### src/rtl/mdrop_pkg.sv
package mdrop_pkg;

  // Acceptance rule selected by cfgMode.
  typedef enum logic [1:0] {
    MODE_PLAIN = 2'b00,
    MODE_NMM   = 2'b01,
    MODE_AAD   = 2'b10,
    MODE_DIR   = 2'b11
  } rxMode_e;

  typedef enum logic [2:0] {
    ST_IDLE,
    ST_START,
    ST_BITS,
    ST_STOP,
    ST_WAITHI
  } rxState_e;

  // Strobes sent from the control to the datapath.
  typedef struct packed {
    logic shift;
    logic push;
  } rxStrb_t;

endpackage

### src/rtl/mdrop_rx_dp.sv
module mdrop_rx_dp
  import mdrop_pkg::*;
#(
  parameter int DATA_W      = 8,
  parameter int DEPTH       = 4,
  parameter int SYNC_STAGES = 2
) (
  input  logic              clk,
  input  logic              rstN,
  input  logic              rxLine,
  input  rxStrb_t           strb,
  input  logic              popEn,
  output logic              rxBit,
  output logic [DATA_W:0]   frame,
  output logic [DATA_W:0]   rdData,
  output logic              fifoEmpty,
  output logic              fifoFull,
  output logic              overrun
);
  localparam int FW = DATA_W + 1;
  localparam int AW = (DEPTH > 1) ? $clog2(DEPTH) : 1;

  logic [SYNC_STAGES-1:0] syncQ;
  logic [FW-1:0]          frameQ;
  logic [FW-1:0]          mem [DEPTH];
  logic [AW-1:0]          wrPtr, rdPtr;
  logic [AW:0]            cnt;
  logic                   doPop, doPush;

  // Line synchronizer; it resets to idle-high.
  always_ff @(posedge clk or negedge rstN) begin
    if (!rstN) syncQ <= '1;
    else       syncQ <= {syncQ[SYNC_STAGES-2:0], rxLine};
  end
  assign rxBit = syncQ[SYNC_STAGES-1];

  // Bits arrive least significant first; the ninth bit ends up at the top.
  always_ff @(posedge clk or negedge rstN) begin
    if (!rstN)           frameQ <= '0;
    else if (strb.shift) frameQ <= {rxBit, frameQ[FW-1:1]};
  end
  assign frame = frameQ;

  assign fifoEmpty = (cnt == '0);
  assign fifoFull  = (cnt == (AW+1)'(DEPTH));
  assign doPop     = popEn && !fifoEmpty;
  assign doPush    = strb.push && (!fifoFull || doPop);

  always_ff @(posedge clk) begin
    if (doPush) mem[wrPtr] <= frameQ;
  end

  always_ff @(posedge clk or negedge rstN) begin
    if (!rstN) begin
      wrPtr   <= '0;
      rdPtr   <= '0;
      cnt     <= '0;
      overrun <= 1'b0;
    end else begin
      if (doPush) wrPtr <= (wrPtr == AW'(DEPTH-1)) ? '0 : wrPtr + 1'b1;
      if (doPop)  rdPtr <= (rdPtr == AW'(DEPTH-1)) ? '0 : rdPtr + 1'b1;
      case ({doPush, doPop})
        2'b10:   cnt <= cnt + 1'b1;
        2'b01:   cnt <= cnt - 1'b1;
        default: cnt <= cnt;
      endcase
      if (strb.push && !doPush) overrun <= 1'b1;
    end
  end

  assign rdData = mem[rdPtr];

endmodule

### src/rtl/mdrop_rx_ctl.sv
module mdrop_rx_ctl
  import mdrop_pkg::*;
#(
  parameter int DATA_W = 8,
  parameter int OSR    = 16
) (
  input  logic              clk,
  input  logic              rstN,
  input  logic              baudTick,
  input  logic              rxBit,
  input  logic [DATA_W:0]   frame,
  input  logic [1:0]        cfgMode,
  input  logic              cfgRxOff,
  input  logic [DATA_W-1:0] cfgMatchAddr,
  output rxStrb_t           strb,
  output logic              frameErr,
  output logic              rxOpen
);
  localparam int CW   = $clog2(OSR);
  localparam int BW   = $clog2(DATA_W + 2);
  localparam logic [CW-1:0] HALF_LAST = CW'(OSR/2 - 1);
  localparam logic [CW-1:0] FULL_LAST = CW'(OSR - 1);
  localparam logic [BW-1:0] LAST_BIT  = BW'(DATA_W);

  rxState_e      state;
  rxMode_e       mode, modeQ;
  logic [CW-1:0] osCnt;
  logic [BW-1:0] bitCnt;
  logic          openQ;
  logic          midStop, done, isAddr, addrHit, store;

  assign mode    = rxMode_e'(cfgMode);
  assign midStop = baudTick && (state == ST_STOP) && (osCnt == FULL_LAST);
  assign done    = midStop && rxBit;
  assign isAddr  = frame[DATA_W];
  assign addrHit = (frame[DATA_W-1:0] == cfgMatchAddr);

  always_comb begin
    case (mode)
      MODE_NMM: store = isAddr || openQ || !cfgRxOff;
      MODE_AAD: store = !isAddr && openQ;
      default:  store = 1'b1;
    endcase
  end

  always_comb begin
    strb.shift = baudTick && (state == ST_BITS) && (osCnt == FULL_LAST);
    strb.push  = done && store && (mode == modeQ);
  end

  always_comb begin
    case (mode)
      MODE_NMM: rxOpen = openQ || !cfgRxOff;
      MODE_AAD: rxOpen = openQ;
      default:  rxOpen = 1'b1;
    endcase
  end

  // Frame sequencer, advancing only on baud ticks.
  always_ff @(posedge clk or negedge rstN) begin
    if (!rstN) begin
      state    <= ST_IDLE;
      osCnt    <= '0;
      bitCnt   <= '0;
      frameErr <= 1'b0;
    end else begin
      frameErr <= 1'b0;
      if (baudTick) begin
        case (state)
          ST_IDLE: begin
            osCnt <= '0;
            if (!rxBit) state <= ST_START;
          end
          ST_START: begin
            if (osCnt == HALF_LAST) begin
              osCnt  <= '0;
              bitCnt <= '0;
              state  <= rxBit ? ST_IDLE : ST_BITS;
            end else osCnt <= osCnt + 1'b1;
          end
          ST_BITS: begin
            osCnt <= osCnt + 1'b1;
            if (osCnt == FULL_LAST) begin
              bitCnt <= bitCnt + 1'b1;
              if (bitCnt == LAST_BIT) state <= ST_STOP;
            end
          end
          ST_STOP: begin
            osCnt <= osCnt + 1'b1;
            if (osCnt == FULL_LAST) begin
              state <= rxBit ? ST_IDLE : ST_WAITHI;
              if (!rxBit) frameErr <= 1'b1;
            end
          end
          default: if (rxBit) state <= ST_IDLE;
        endcase
      end
    end
  end

  // Acceptance state: set by address characters, cleared by a mode change.
  always_ff @(posedge clk or negedge rstN) begin
    if (!rstN) begin
      modeQ <= MODE_PLAIN;
      openQ <= 1'b0;
    end else begin
      modeQ <= mode;
      if (mode != modeQ)           openQ <= 1'b0;
      else if (done && isAddr) begin
        if (mode == MODE_NMM)      openQ <= 1'b1;
        else if (mode == MODE_AAD) openQ <= addrHit;
      end
    end
  end

endmodule

### src/rtl/mdrop_rx.sv
module mdrop_rx
  import mdrop_pkg::*;
#(
  parameter int DATA_W      = 8,
  parameter int DEPTH       = 4,
  parameter int OSR         = 16,
  parameter int SYNC_STAGES = 2
) (
  input  logic              clk,
  input  logic              rstN,
  input  logic              baudTick,
  input  logic              rxLine,
  input  logic [1:0]        cfgMode,
  input  logic              cfgRxOff,
  input  logic [DATA_W-1:0] cfgMatchAddr,
  input  logic              popEn,
  output logic [DATA_W:0]   rdData,
  output logic              fifoEmpty,
  output logic              fifoFull,
  output logic              overrun,
  output logic              frameErr,
  output logic              rxOpen
);
  rxStrb_t         strbW;
  logic            rxBitW;
  logic [DATA_W:0] frameW;

  mdrop_rx_ctl #(.DATA_W(DATA_W), .OSR(OSR)) uCtl (
    .clk(clk), .rstN(rstN), .baudTick(baudTick), .rxBit(rxBitW),
    .frame(frameW), .cfgMode(cfgMode), .cfgRxOff(cfgRxOff),
    .cfgMatchAddr(cfgMatchAddr), .strb(strbW), .frameErr(frameErr),
    .rxOpen(rxOpen)
  );

  mdrop_rx_dp #(.DATA_W(DATA_W), .DEPTH(DEPTH), .SYNC_STAGES(SYNC_STAGES)) uDp (
    .clk(clk), .rstN(rstN), .rxLine(rxLine), .strb(strbW), .popEn(popEn),
    .rxBit(rxBitW), .frame(frameW), .rdData(rdData), .fifoEmpty(fifoEmpty),
    .fifoFull(fifoFull), .overrun(overrun)
  );

endmodule

### config.mk
export PLATFORM = sky130hd
export DESIGN_NAME = mdrop_rx
export DESIGN_NICKNAME = d
export VERILOG_FILES = /design/src/rtl/mdrop_pkg.sv /design/src/rtl/mdrop_rx_dp.sv /design/src/rtl/mdrop_rx_ctl.sv /design/src/rtl/mdrop_rx.sv
export SDC_FILE = /design/constraint.sdc
export NUM_CORES = 1
export LEC_CHECK = 0
export BUFFER_PORTS_ARGS = -buffer_cell sky130_fd_sc_hd__buf_4
export CORE_ASPECT_RATIO = 1.1
export CORE_UTILIZATION = 35
export CTS_CLUSTER_SIZE = 24
export DETAILED_ROUTE_END_ITERATION = 8
export PLACE_DENSITY_LB_ADDON = 0.2
export SYNTH_ARGS = -nofsm -noshare
export SYNTH_HDL_FRONTEND = slang
export SYNTH_SLANG_ARGS = --single-unit
export TNS_END_PERCENT = 100
### constraint.sdc
create_clock -name clk -period 2.5 [get_ports clk]
set_input_delay 0.125 -clock clk [delete_from_list [all_inputs] [get_ports clk]]
set_output_delay 0.125 -clock clk [all_outputs]
set_load 0.03 [all_outputs]
# Word level (Yosys, flattened, before mapping)
# Memories as Yosys holds them, arrays and structs flattened.
# Index checks and enable logic that the tools add are counted.
# op_classes
n_addsub	6
mul	0
n_div	0
n_lt_le_gt_ge	0
n_eq_ne	21
shifts	0
mux	29
bitwise_logic	0
reduce_logical	34
# ops
op	count
$mux W3	7
$logic_and A1 B1 Y1	12
$mux W4	3
$pmux W3 S4	1
$pmux W4 S3	1
$mux W1	10
$add A4 B1 Y4 const B	2
$eq A2 B2 Y1 const B	4
$eq A4 B4 Y1 const B	2
$eq A8 B8 Y1	1
$ne A2 B2 Y1 const B	4
$pmux W4 S2	1
$reduce_and A7 Y1	1
$eq A3 B2 Y1 const B	2
$logic_not A3 Y1	2
$mux W2	3
$pmux W3 S2	1
$reduce_bool A2 Y1	3
$reduce_bool A3 Y1	2
$logic_not A1 Y1	5
$reduce_bool A5 Y1	1
$add A2 B1 Y2 const B	2
$eq A2 B1 Y1 const B	2
$eq A4 B3 Y1 const B	1
12 further kinds	17
# totals
regBits	34
latchBits	0
ramBits	36
rom_bits	0
in_bits	16
output_inout_bits	14
wordCells	103
n_memories	1
# mem_list
name	words	width	rd	rd_ports_with_merged_regs	write_ports	line	text
uDp.mem	4	9	1	0	1	mdrop_rx_dp.sv:25	logic [FW-1:0] mem [DEPTH];

# Longest topological paths before layout
# Gate-level depths: netlist (run 1).
# depth
depth_word	9
mapped_depth	11
ltp_nobuf	11

# Hierarchy
# From an unflattened synthesis (run 1), not the netlist that was laid out.
# unflattened
hier_cells	237
area_unflattened_um2	3291.9
# by_module_without_submodules
mod	n_inst	cells_per_inst	area_each_um2	seq_area_each_um2
mdrop_rx_dp	1	120	2237.1	1559.0
mdrop_rx_ctl	1	117	1054.8	375.4

# Worst setup path after synthesis (run 1)
# Ideal clock, no wire load.
# synth_timing
kind	register -> register
from	reg uDp.cnt[1]
to	reg uDp.cnt[2]
setup_time_ps	79
arrival_ps	2569
required_time_ps	2421
setup_slack_ps	-148
path_stages_with_launch	10
path_buffers	0
period_less_slack_ps	2648
cell_sequence	dfrtp_1 -> nor3b_1 -> nand2b_1 -> nand4_2 -> ha_1 -> inv_1 -> fa_1 -> xor2_1 -> nor2_1 -> xor2_1
# synth_between
word_cells_on_any_way	13
cone_classes	2 x add/sub; 3 x eq/ne; 1 x mux; 7 x reduce/logical
# synth_lines
element	line	text
from (decl)	mdrop_rx_dp.sv:27	logic [AW:0] cnt;
from (signal assigned)	mdrop_rx_dp.sv:63	2'b10: cnt <= cnt + 1'b1;
from (signal assigned)	mdrop_rx_dp.sv:64	2'b01: cnt <= cnt - 1'b1;
from (signal assigned)	mdrop_rx_dp.sv:65	default: cnt <= cnt;
$eq A3 B3 Y1 (*)	mdrop_rx_dp.sv:45	assign fifoFull = (cnt == (AW+1)'(DEPTH));
via fifoFull	mdrop_rx.sv:19	output logic fifoFull,
$logic_not A1 Y1 (*)	mdrop_rx_dp.sv:47	assign doPush = strb.push && (!fifoFull || doPop);
$logic_or A1 B1 Y1 (*)	mdrop_rx_dp.sv:47	
$logic_and A1 B1 Y1 (*)	mdrop_rx_dp.sv:47	
$eq A2 B1 Y1 or $eq A2 B2 Y1 (tied branches)	mdrop_rx_dp.sv:62	case ({doPush, doPop})
$pmux W3 S2 or $reduce_bool A2 Y1 (tied branches)	-	
# Mark *: on every way through the listed nets, which the timed path passes. The rest lies on a longest branch.
# A chain may end at the register's enable or synchronous reset.

# Final worst setup path (run 1)
# layout_timing
from	in cfgMode[0]
to	reg uDp.cnt[2]
# layout_between
elab_chain_len	7
word_cells_on_any_way	11
cone_classes	5 x eq/ne; 2 x mux; 4 x reduce/logical
# layout_lines
element	line	text
from (decl)	mdrop_rx.sv:13	input logic [1:0] cfgMode,
$eq A2 B2 Y1 or $eq A2 B1 Y1 (tied branches)	mdrop_rx_ctl.sv:39	case (mode)
$pmux W1 S2	mdrop_rx_ctl.sv:39	
$logic_and A1 B1 Y1	mdrop_rx_ctl.sv:48	strb.push = done && store && (mode == modeQ);
$logic_and A1 B1 Y1 (*)	mdrop_rx_ctl.sv:48	
$logic_and A1 B1 Y1 (*)	mdrop_rx_dp.sv:47	
$eq A2 B1 Y1 or $eq A2 B2 Y1 (tied branches)	mdrop_rx_dp.sv:62	
$pmux W3 S2 or $reduce_bool A2 Y1 (tied branches)	-	
# Mark *: on every way between the ends. The rest lies on a longest branch, timed or not.

==> impl.org, run 1 <==
** Worst setup path
- Crit end category :: register
- In this run the worst setup path begins at cfgMode[0].
- The signal on the critical path passes through dlygate4sd3_1 > buf_4 > inv_1 > ha_1 > a21oi_1 > o211ai_1 > nand4_2 > ha_1 > inv_1 > fa_1 > xor2_1 > nor2_1 > xor2_1.
- On the worst path, the slowest cell contributes a delay of 0.53 ns.
- Required @ worst endpoint :: 2.76 ns
- End point of the critical path :: uDp.cnt[2]
- Setup slack of the most critical reg-to-reg path :: 0.32 ns
- The critical path is of the in -> reg type.
- STA classifies the critical path startpoint as a primary input.
- Worst reg2reg startpoint :: uCtl.osCnt[0]
- CP max FO :: 4
- CP max stage cell :: dlygate4sd3_1
- Reg2Reg Capture Point :: uDp.cnt[2]
- Worst reg2reg path depth :: 10
- STA puts the critical path data arrival time at 2.54 ns.

** Synthesis
- After technology mapping, the gate count stands at 226.
- After synthesis, the mean cell area works out to 14.1 sq um.
- Top FF cell, synth :: edfxtp_1
- Async set or reset register ratio after synthesis :: 0.486
- Number of nets produced by synthesis :: 254
- The synthesized netlist occupies a cell area of 3190 sq um.
- Count of cell types in the netlist :: 48
- Count of flip-flops with a built-in enable after synthesis :: 36
- Sequential share of the synthesized area :: 0.606
- The synthesized design contains 70 register bits.
- Synthesis Warnings :: 0

** Timing
- WHS :: 0.140 ns
- Period utilisation layout :: 0.911
- Worst path setup slack after routing :: 0.223 ns
- The routed design could run at a clock period as short as 2.28 ns.
- Final hold violation count :: 0
- The count of pins over their slew limit came to 0.
- Setup repair after global routing left no endpoint under its margin.
- The worst pin sits at a relative slew slack of 0.544.
- Between clock sinks in the finished design, the worst skew comes to 0.00958 ns.
- Setup-failing EPs final :: 0
- Based on the critical path, the design can be clocked at up to 0.439 GHz.
- In the final timing run, aggregate negative setup slack is 0 ns.
- Measured slew at the worst slew-check pin :: 0.683 ns

** Finish
- Post-Route Utilization :: 0.432
- The library cell used most frequently in the layout, excluding fill and tap cells, is buf_4.
- N_diodes :: 0
- The finished cells cover 3840 sq um.
- Of the cells placed in the final design, the portion with a size suffix greater than 1 is 0.308.
- Net count reported at finish :: 299
- Leaving out fill and tap cells, the most frequent cells in the layout are buf_4, edfxtp_1, dfrtp_1.
- Number of standard cells in the final layout excluding fillers :: 390
- Layout Area Growth over Synthesis :: 20.1%

** Power and ir drop
- Total power divided by cell area :: 878 nW/um^2
- Overall power after layout :: 3.37 mW
- P_leak :: 1.63 nW
- VDD sags by at most 0.404 mV.

** Route
- Post-detailed-route DRC marker count :: 0
- In this run the remaining antenna-violating nets after routing total 0.
- After the first detailed-routing iteration, the DRC count stood at 118.
- Total Wirelength :: 5490 um
- First drt pass iteration count :: 4
- Using the TritonRoute via totals, the vias-per-cell ratio works out to 4.78.
- The final route contains 1866 vias.
- WL/cell :: 14.1 um

** Hold path
- The tightest min-delay check is of the in -> reg type.

** Clock network
- The clock passes through at most 2 buffers.
- TritonCTS sink count :: 70
- CTS tree :: built
- The H-tree generated during clock tree synthesis spans 3 levels.
- Clock-pin slew on the worst setup and hold paths :: 0.07 ns
- The clock reaches the later pin of the worst-skew pair after 0.34 ns.
- The cell sitting at the root of the clock tree is a clkbuf_8.
- Clock tree synthesis inserted a total of 9 buffers.

** Placed design
- Including well taps, the total number of placed cells is 370.
- The placed instances occupy a cell area of 3570 sq um.
- Final RePlAce weighted congestion :: 0.768
- Number of buffers added on ports :: 29
- OpenSTA, run right after detailed placement, puts the worst setup slack at 0.303 ns.
- Estimated wirelength of the detail-placed design :: 3780 um

** Floorplan
- Die span in y :: 102 um
- Die Span X :: 93.1 um
- Boundary Pins :: 30
- Die area :: 9510 sq um
- The core region is 8870 sq um.
- Initial Utilization :: 0.360
- Row generation in the floorplan step produced 36 rows.

** Global route
- Total routing resource utilization after global routing :: 0.127
- Entering global routing, the biggest net connects 35 pins.
- The first global-routing pass estimated 8810 um of wire.
- Overflow left after global routing :: 0
- The number of antenna violations at the first check in global routing is 0.
- The number of global-route vias before repair was 1798.

** Outcome
- Result of the run :: finished clean

** Run
- Number of max-cap violations :: 0
[synthesized netlist by cell type, drive strengths merged (2+ instances only)]
cell	number	area share
buf	6	0.014
nand2b	3	0.0059
xor2	12	0.033
nor4	3	0.0059
a211oi	3	0.0071
nand3	3	0.0047
nand4	2	0.0059
ha	11	0.043
edfxtp	36	0.34
a21oi	3	0.0047
mux4	9	0.063
xnor2	4	0.011
inv	19	0.022
dfrtp	32	0.25
nand3b	3	0.0071
mux2	13	0.046
nor2	15	0.018
nor3	5	0.0078
o21ai	7	0.011
a21o	4	0.0098
nand2	10	0.012
dfstp	2	0.016
[final cells by class]
type	instances	area, sq um
clock buffers	9	124
clock inverters	7	103
fillers	827	5040
inverters	19	71.3
multi-input cells	130	1140
flip-flops and latches	70	1930
well taps	114	143
repair buffers	41	318
[sequential cells by signal, summed over array words and instances (netlist names), 3 cells and up]
| signal | flops |
|---|---|
| uDp.cnt | 3 |
| uCtl.state | 3 |
| uDp.frame | 9 |
| uCtl.osCnt | 4 |
| uCtl.bitCnt | 4 |
| uDp.mem | 36 |
[worst max-delay path: cells and delay by family]
family	cells	cell delay, ns
AOI/OAI and AO/OA	2	0.27
buffers and inverters	4	0.75
xor gates and xnor gates	2	0.30
adders and majority gates	3	0.88
and+or+nand+nor	2	0.21
[logic make-up (layout without fill, tap and decap cells)]
group	count (synthesis)	after routing	synth area share
DFF	70	70	0.606
muxes	22	22	0.109
adders and majority gates	12	12	0.0494
xor gates and xnor gates	16	16	0.0439
buffers and inverters	26	76	0.0376
AOI/OAI and AO/OA	26	26	0.0549
and+or+nand+nor	54	54	0.0991
[routing by layer]
| metal | routed length [um] | track usage | share of wire | vias up |
|---|---|---|---|---|
| met1 | 2510 | 0.151 | 0.46 | 917 |
| met5 | 0 | 0 | 0 | - |
| li1 | - | - | - | 914 |
| met4 | 48 | 0.0497 | 0.0088 | 0 |
| met2 | 2770 | 0.217 | 0.51 | 28 |
| met3 | 154 | 0.0379 | 0.028 | 7 |
[power by group]
group,switching [mW],leakage [nW],internal [mW]
sequential,0.161,0.773,1.28
clock,0.452,0.111,0.574
combinational,0.457,0.745,0.444
total,1.07,1.63,2.30
[how the worst min path moves through the flow]
stage	start	endpoint	slack (ns)	cells after the start
final	popEn	uDp.overrun	0.14	3
after global routing	popEn	uDp.overrun	0.14	3
after CTS	popEn	uDp.overrun	0.13	3
after detailed placement	rstN	uDp.rdPtr[0]	0.10	1
after global placement	rstN	uDp.rdPtr[0]	0.10	1
after floorplan	rstN	uCtl.bitCnt[0]	-0.17	0
[what timing repair did]
item                      CTS  global route
hold buffers                4             0
gates resized for setup     0             0
hold endpoints to repair   35             0
setup buffers               0             0
Note: power is estimated with default switching activity, not from simulation.
==> run 2, diff against run 1 <==
--- a/config.mk
+++ b/config.mk
@@ -6,11 +6,14 @@
 export NUM_CORES = 1
 export LEC_CHECK = 0
 export BUFFER_PORTS_ARGS = -buffer_cell sky130_fd_sc_hd__buf_4
+export CELL_PAD_IN_SITES_DETAIL_PLACEMENT = 0
+export CELL_PAD_IN_SITES_GLOBAL_PLACEMENT = 2
 export CORE_ASPECT_RATIO = 1.1
 export CORE_UTILIZATION = 35
 export CTS_CLUSTER_SIZE = 24
 export DETAILED_ROUTE_END_ITERATION = 8
 export PLACE_DENSITY_LB_ADDON = 0.2
+export REMOVE_ABC_BUFFERS = 1
 export SYNTH_ARGS = -nofsm -noshare
 export SYNTH_HDL_FRONTEND = slang
 export SYNTH_SLANG_ARGS = --single-unit
==> constraint.sdc (replaced) <==
create_clock -name clk -period 2.5 [get_ports clk]
set_input_delay 0.375 -clock clk [delete_from_list [all_inputs] [get_ports clk]]
set_output_delay 0.375 -clock clk [all_outputs]
set_load 0.03 [all_outputs]
==> run 2 against run 1 <==
  * Die area is the same
  * Global-route usage grew 0.85 points
  * Routed wire length grew 1.2%
  * Sequential share of layout area grew 0.80 points
  * Count of clock-buffer cells in the layout is the same
  * Fmax grew 6.5%
  * First-iteration DRC count shrank 54%
  * Power shrank 4.5%
  * Combinational power grew 6.7%
  * Setup slack gained 0.14 ns
  * Clock skew grew 0.00070 ns
  * Utilization shrank 0.68 points
  * Critical path type is now reg -> reg
  * Critical endpoint is now uDp.cnt[1]
==> impl.org, run 2 (same netlist as run 1, synthesis figures left out) <==
** Placed design
- The HPWL after detailed placement is 3780 um.
- Placed instance count :: 372
- Final RePlAce weighted congestion :: 0.707
- Worst slack at placement :: 0.181 ns
- During placement, the flow inserted port buffers numbering 29.
- In this run the cell area measured after placement is 3580 sq um.

** Power and ir drop
- Of the total power, the share spent switching nets is 0.342.
- For this design the total switching power over the nets is 1.10 mW.
- Sequential cell fraction of total power :: 0.432
- Internal power :: 2.12 mW
- The share of total power dissipated in combinational logic is 0.299.
- P_leak :: 1.61 nW
- Total power divided by cell area :: 852 nW/um^2
- VDD sags by at most 0.305 mV.
- Overall power after layout :: 3.22 mW
- Clock group share of total power :: 0.269

** Worst setup path
- By instance count, the cell type seen most on the critical path is ha_1.
- Setup slack of the most critical reg-to-reg path :: 0.36 ns
- Measured in cells, the most critical reg-to-reg path has a length of 8.
- STA classifies the critical path startpoint as a register.
- Max stage delay on crit path :: 0.39 ns
- Path type of the worst setup path :: reg -> reg
- Worst reg2reg startpoint :: uCtl.osCnt[0]
- Crit end category :: register
- The slowest stage of the critical path is the dfrtp_1 cell.
- For the worst setup path, the data arrival time is 2.40 ns.
- CP max FO :: 5
- For the worst setup path, the data required time is 2.76 ns.
- CP cell instances :: ha_1 > nand4b_4 > nor2_1 > nand4_2 > ha_1 > inv_1 > fa_1 > o21ai_0
- Reg2Reg Capture Point :: uDp.cnt[1]
- The critical path starts at uCtl.osCnt[0].
- The most critical setup path has its endpoint at uDp.cnt[1].

** Timing
- Unrepaired setup endpoints after global routing :: false
- The tightest hold path in the finished design has a slack of 0.136 ns.
- Static timing analysis puts the maximum clock frequency at 0.468 GHz.
- Setup violations remaining at the end of the flow were counted as 0.
- The count of pins over their slew limit is 0.
- The clock arrives with 0.0103 ns of skew.
- The number of hold violations in the final report is 0.
- Total negative setup slack :: 0 ns
- Worst path setup slack after routing :: 0.362 ns
- For the pin with the worst max-slew slack, the measured transition is 0.579 ns.
- Time the final worst path needs with I/O delays and setup :: 2.14 ns
- Period utilisation layout :: 0.855
- Max transition margin :: 0.609

** Clock network
- Counting along the longest clock path gives a buffer depth of 2.
- CTS tree :: built
- Root Buffer :: clkbuf_8
- Number of buffers created by CTS :: 9
- After clock tree synthesis, the clock-pin slew on the worst setup and hold paths is 0.08 ns.
- Clock latency on the worst-skew pair, taken at its later pin, is 0.34 ns.
- The clock net in this run drives a total of 70 sinks.
- The H-tree was split into 3 levels.

** Global route
- Initial antenna violation count :: 0
- Across every metal layer, demand over resource in global routing totals 0.135.
- Vias in the first global route :: 1963
- Pin count of the biggest net entering global routing :: 35
- The first global-routing pass estimated 9600 um of wire.
- Global routing finished with a remaining overflow of 0.

** Route
- DRT antenna net count :: 0
- Number of DRC markers after the initial detailed-route iteration :: 54
- In the routed design, unresolved DRC markers number 0.
- Total Wirelength :: 5550 um
- Total via count after detailed routing :: 1851
- Dividing the detail-routed wire length by the instance count gives 14.3 um.
- First drt pass iteration count :: 4
- In the routed layout, each cell is associated on average with a via count of 4.76.

** Finish
- From synthesis to final layout, the design area changed by 18.3%.
- Leaving out fill and tap cells, the most frequent cell in the layout is buf_4.
- Counting the fill cells in the layout gives 823.
- The register with the most flip-flops in the layout has 36 of them.
- Leaving out fill and tap cells, the most frequent cells in the layout are buf_4, edfxtp_1, dfrtp_1.
- The multi-input combinational cells in the finished layout cover a total of 1140 sq um.
- After the last flow step, the layout net total stands at 298.
- The number of antenna diodes in the final layout is 0.
- Number of standard cells in the final layout excluding fillers :: 389
- Register with the most flip-flops :: uDp.mem
- Share of final-layout standard cells stronger than drive strength 1 :: 0.313
- The sequential cells in the finished layout cover a total of 1930 sq um.
- Post-Route Utilization :: 0.426
- Once layout is done, the placed cells without fillers occupy 3780 sq um.

** Hold path
- The tightest min-delay check is of the in -> reg type.

** Floorplan
- From bottom edge to top edge, the die measures 102 um.
- In this run the standard cell core region covers 8870 sq um.
- The initial utilization of the core area, before any placement, comes to 0.360.
- The die covers 9510 sq um.
- Number of cell rows :: 36
- The die is 93.1 um wide.
- Boundary Pins :: 30

** Outcome
- Result of the run :: finished clean

** Run
- Across the run, the number of max-cap violations was 0.
-- run 2: routing by layer --
metal	up-vias	track usage	routed length (um)
met4	0	0.0639	88
met2	22	0.235	2860
li1	911	-	-
met5	-	0	0
met1	909	0.163	2480
met3	9	0.0268	118
-- run 2: power groups by stage --
stage | Sequential [mW] | Combinational (mW) | Clock (mW)
after global routing | 1.41 | 1.07 | 0.939
after CTS | 1.40 | 0.982 | 0.891
after global placement | 1.42 | 0.969 | 0
after floorplan | 1.43 | 0.644 | 0
after detailed placement | 1.42 | 0.977 | 0
final | 1.39 | 0.961 | 0.865
-- run 2: worst min-delay path by stage --
stage | start | to | cells past startpoint
floorplan | rstN | uCtl.bitCnt[0] | 0
global placement | uDp.syncQ[0] | uDp.syncQ[1] | 0
detailed placement | uDp.syncQ[0] | uDp.syncQ[1] | 0
CTS | rxLine | uDp.syncQ[0] | 1
global route | rxLine | uDp.syncQ[0] | 1
finish | rxLine | uDp.syncQ[0] | 1
-- run 2: area by class of cell --
class | count | area share
repair buffers | 40 | 0.0802
multi-input cells | 130 | 0.302
clock buffers | 9 | 0.0328
well taps | 114 | 0.0378
clock inverters | 7 | 0.0166
inverters | 19 | 0.0189
flip-flops and latches | 70 | 0.512
-- run 2: repair_timing --
| item | in CTS | in global routing |
|---|---|---|
| hold endpoints to repair | 13 | 0 |
| hold buffers | 1 | 0 |
| buffers inserted | 0 | 0 |
| gates resized for setup | 0 | 0 |
| endpoints found under the setup margin | 0 | 0 |
-- run 2: worst max-delay path: cells and delay by family, from the launching register on --
| family | cells | cell delay (ns) |
|---|---|---|
| adder cells (fa/ha/maj) | 3 | 0.93 |
| AND/OR/NAND/NOR | 3 | 0.48 |
| flip-flops | 1 | 0.39 |
| AO/OA/AOI/OAI | 1 | 0.18 |
| buffers and inverters | 1 | 0.07 |
==> run 3, diff against run 2 <==
--- a/config.mk
+++ b/config.mk
@@ -5,16 +5,18 @@
 export SDC_FILE = /design/constraint.sdc
 export NUM_CORES = 1
 export LEC_CHECK = 0
-export BUFFER_PORTS_ARGS = -buffer_cell sky130_fd_sc_hd__buf_4
 export CELL_PAD_IN_SITES_DETAIL_PLACEMENT = 0
 export CELL_PAD_IN_SITES_GLOBAL_PLACEMENT = 2
 export CORE_ASPECT_RATIO = 1.1
 export CORE_UTILIZATION = 35
 export CTS_CLUSTER_SIZE = 24
 export DETAILED_ROUTE_END_ITERATION = 8
+export DONT_BUFFER_PORTS = 1
 export PLACE_DENSITY_LB_ADDON = 0.2
+export RECOVER_POWER = 25
 export REMOVE_ABC_BUFFERS = 1
 export SYNTH_ARGS = -nofsm -noshare
 export SYNTH_HDL_FRONTEND = slang
+export SYNTH_HIERARCHICAL = 1
 export SYNTH_SLANG_ARGS = --single-unit
 export TNS_END_PERCENT = 100
==> run 3 against run 2 <==
  * The run now ends with max-capacitance violations, max-slew violations left
  * Sequential cell count stayed put
  * Die area is 3.0% higher
  * First-iteration DRC count is 26% higher
  * Largest cell class unchanged
  * Clock power is 8.1% higher
  * Synthesized area is 3.1% higher
  * Via count is 2.4% higher
  * Sequential power is 4% higher
  * Final cell count is 4.6% lower
  * Power is 3.9% lower
  * Register-to-register slack worse by 0.14 ns
==> impl.org, run 3 <==
** Floorplan
- Boundary Pins :: 30
- Die area :: 9800 sq um
- The floorplan has 36 rows.
- Core area :: 9010 sq um
- Die span in y :: 104 um
- Die Span X :: 94.5 um
- The initial utilization of the core area, before any placement, comes to 0.365.

** Worst setup path
- CP cell instances :: nand2b_1 > a21oi_1 > nor2_1 > o211a_1 > or2b_1 > fa_1 > nand2b_1 > o32ai_2 > xor2_1
- Crit end category :: register
- Among all stages on the critical path, the largest delay is contributed by dfrtp_1.
- Among the stages of the critical path, the cell type that occurs most often is nand2b_1.
- Launching element type of the critical path :: register
- Max stage delay on crit path :: 0.46 ns
- Required @ worst endpoint :: 2.77 ns
- Path type of the worst setup path :: reg -> reg
- Data on the critical path arrives at its endpoint at 2.55 ns.
- CP max FO :: 9

** Timing
- Final hold violation count :: 0
- Measured slew at the worst slew-check pin :: 1.62 ns
- Based on the critical path, the design can be clocked at up to 0.439 GHz.
- Hold timing on the final database bottoms out at a slack of 0.0559 ns.
- The smallest clock period supported by the final layout is computed as 2.28 ns.
- Max transition margin :: -0.0783
- Setup-failing EPs final :: 0
- Period utilisation layout :: 0.912
- Setup repair after global routing left no endpoint under its margin.
- Total negative setup slack :: 0 ns
- Max Transition Viols Final :: 35
- For the final database, setup skew stands at 0.00912 ns.

** Run
- Number of max-cap violations :: 1

** Power and ir drop
- Worst supply voltage drop on vdd :: 0.298 mV
- In this run the power density over the cells is 836 nW/um^2.
- In this run the static leakage power is 1.50 nW.

** Synthesis
- Of the total synthesized cell area, the portion taken by XOR and XNOR cells is 0.0346.
- The largest total area in the synthesized netlist belongs to edfxtp_1.
- Counting flops with a built-in enable in the synthesized netlist gives 36.
- The share of synthesized area in the top cell type comes to 0.328.
- Largest cells by area after synthesis :: edfxtp_1, dfrtp_1, mux4_2
- The synthesized design contains 70 register bits.
- Most instantiated cells after synthesis :: edfxtp_1, dfrtp_1, nor2_1
- Post-synthesis mux area share :: 0.109
- Yosys instantiated no cell more often than edfxtp_1.
- Sequential share of the synthesized area :: 0.588
- Compound-cell area share of the yosys netlist :: 0.0806
- Synthesized area divided by synthesized cell count :: 13.9 sq um
- Post-Synth Simple-Gate Area :: 0.118
- Async set or reset register ratio after synthesis :: 0.486
- Of the total synthesized cell area, the portion taken by full adders, half adders and majority gates is 0.0441.
- Syn Inst Count :: 237
- By area, the combinational part of the netlist is dominated by simple AND/OR/NAND/NOR gates.
- The netlist uses 56 different library cells.
- Synthesis Warnings :: 6
- Among all flip-flop cells after synthesis, the most frequent one is edfxtp_1.
- Total standard cell area after synthesis :: 3290 sq um

** Route
- After detailed routing, the average wire length per cell comes to 16.7 um.
- Total via count after detailed routing :: 1896
- DRT antenna net count :: 0
- Drt via density :: 5.11
- Summed over all layers, the routed wires come to 6190 um.
- For this run, the detailed router's first-pass iteration total came to 6.
- The first routing iteration left 68 violations.
- Post-detailed-route DRC marker count :: 0

** Global route
- For met2 alone, demand over resource in global routing was 0.213.
- Global-route track usage on met1 :: 0.182
- The first global-routing pass estimated 10000 um of wire.
- Summed over all layers, the global routing overflow is 0.
- The number of antenna violations at the first check in global routing came to 0.
- Total routing resource utilization after global routing :: 0.140
- Global-route layer with the greatest usage :: met2
- The number of global-route vias before repair came to 1914.
- Entering global routing, the biggest net connects 35 pins.
- Met3 track demand over resource in global routing :: 0.0477

** Placed design
- After legalization and detailed placement, the total HPWL measured 4100 um.
- Number of buffers added on ports :: 0
- Final RePlAce weighted congestion :: 0.750

** Finish
- Commonest cells after routing, fill and taps aside :: edfxtp_1, dfrtp_1, nor2_1
- The library cell used most frequently in the layout, excluding fill and tap cells, is edfxtp_1.
- The register with the most flip-flops in the final layout is uDp/mem.
- 0 antenna diodes ended up in the layout.
- Of the cells placed in the final design, the portion with a size suffix greater than 1 is 0.249.
- The net count of the finished layout is 279.
- The register with the most flip-flops in the layout has 36 of them.
- From synthesis to final layout, the design area changed by 12.3%.

** Outcome
- Result of the run :: complete, but fails checks
- The final reports fail on max-capacitance violations, max-slew violations.

** Clock network
- The H-tree was split into 3 levels.
- TritonCTS built the clock tree.
- TritonCTS sink count :: 70
- TritonCTS created 9 clock buffers.
- Clock-pin slew on the worst setup and hold paths :: 0.08 ns
- Later-pin clock latency in the skew report :: 0.34 ns
- Root Buffer :: clkbuf_8
- Maximum number of buffers from clock root to sink :: 2

** Hold path
- The path class of the tightest hold or removal check is in -> reg.
==> run 3: changes by cell type after synthesis, sizes merged, moves of 4 or more <==
cell     change
inv          -8
nand3        +6
o2111ai      +4
and2         +4
xnor2        +4
xor2         -7
a21oi        +6
==> run 3: where the power goes <==
group	leakage (nW)	total, mW	internal [mW]	switching [mW]
logic	0.576	0.708	0.328	0.379
registers	0.827	1.45	1.29	0.162
clock network	0.100	0.935	0.473	0.462
total	1.50	3.09	2.09	1.00
==> run 3: timing repair <==
| action | 4_1_cts | 5_1_grt |
|---|---|---|
| hold buffers | 3 | 0 |
| endpoints found under the setup margin | 0 | 1 |
| setup buffers | 0 | 0 |
| endpoints found under the hold margin | 35 | 0 |
| resized for setup | 0 | 1 |
==> run 3: final cells by class <==
type	count	area, sq um
fill	863	5310
sequential	70	1930
multi-input combinational	148	1270
tap	114	143
clock buffer	9	124
timing repair buffer	12	100
clock inverter	7	81.3
inverter	11	41.3
==> run 3: routing by layer <==
metal / part of all wire / wire length (um)
met5: 0 / 0
met4: 0.016 / 102
met3: 0.041 / 254
met2: 0.48 / 2960
met1: 0.46 / 2880
==> run 3: worst paths after layout <==
path | startpoint | slack (ns) | cells past startpoint | end
setup / recovery | uDp/frame[8] | 0.22 | 9 | uDp/cnt[2]
min in group asynchronous | rstN | 1.12 | 2 | uDp/frame[5]
hold / removal | cfgMode[0] | 0.06 | 0 | uCtl/modeQ[0]
hold reg to reg | uDp/syncQ[0] | 0.36 | 0 | uDp/syncQ[1]
max in group asynchronous | rstN | 0.44 | 2 | uDp/frame[2]
setup reg to reg | uDp/frame[8] | 0.22 | 9 | uDp/cnt[2]
==> run 3: stage by stage <==
step / total power [mW] / worst slack (ns) / cells / area (sq um) / utilization
global placement: 2.18 / 0.237 / 352 / 3460 / 0.384
floorplan: 1.98 / 0.223 / 229 / 3250 / -
detailed placement: 2.17 / 0.195 / 352 / 3460 / 0.384
CTS: 3.14 / 0.165 / 371 / 3700 / 0.411
finish: 3.09 / 0.221 / 371 / 3700 / 0.410
global route: 3.29 / 0.0395 / 371 / 3700 / 0.410
==> run 3: logic make-up after synthesis <==
group | count (synthesis)
DFF | 70
and+or+nand+nor | 66
AOI/OAI and AO/OA | 35
muxes | 23
buffers and inverters | 19
xor gates and xnor gates | 13
adders and majority gates | 11
==> run 3: worst max-delay path: cells and delay by family (launching register included) <==
| kind | cells | cell delay (ns) |
|---|---|---|
| simple gates | 4 | 0.63 |
| compound gates | 3 | 0.59 |
| fa+ha+maj | 1 | 0.37 |
| flops | 1 | 0.46 |
| xor+xnor | 1 | 0.16 |
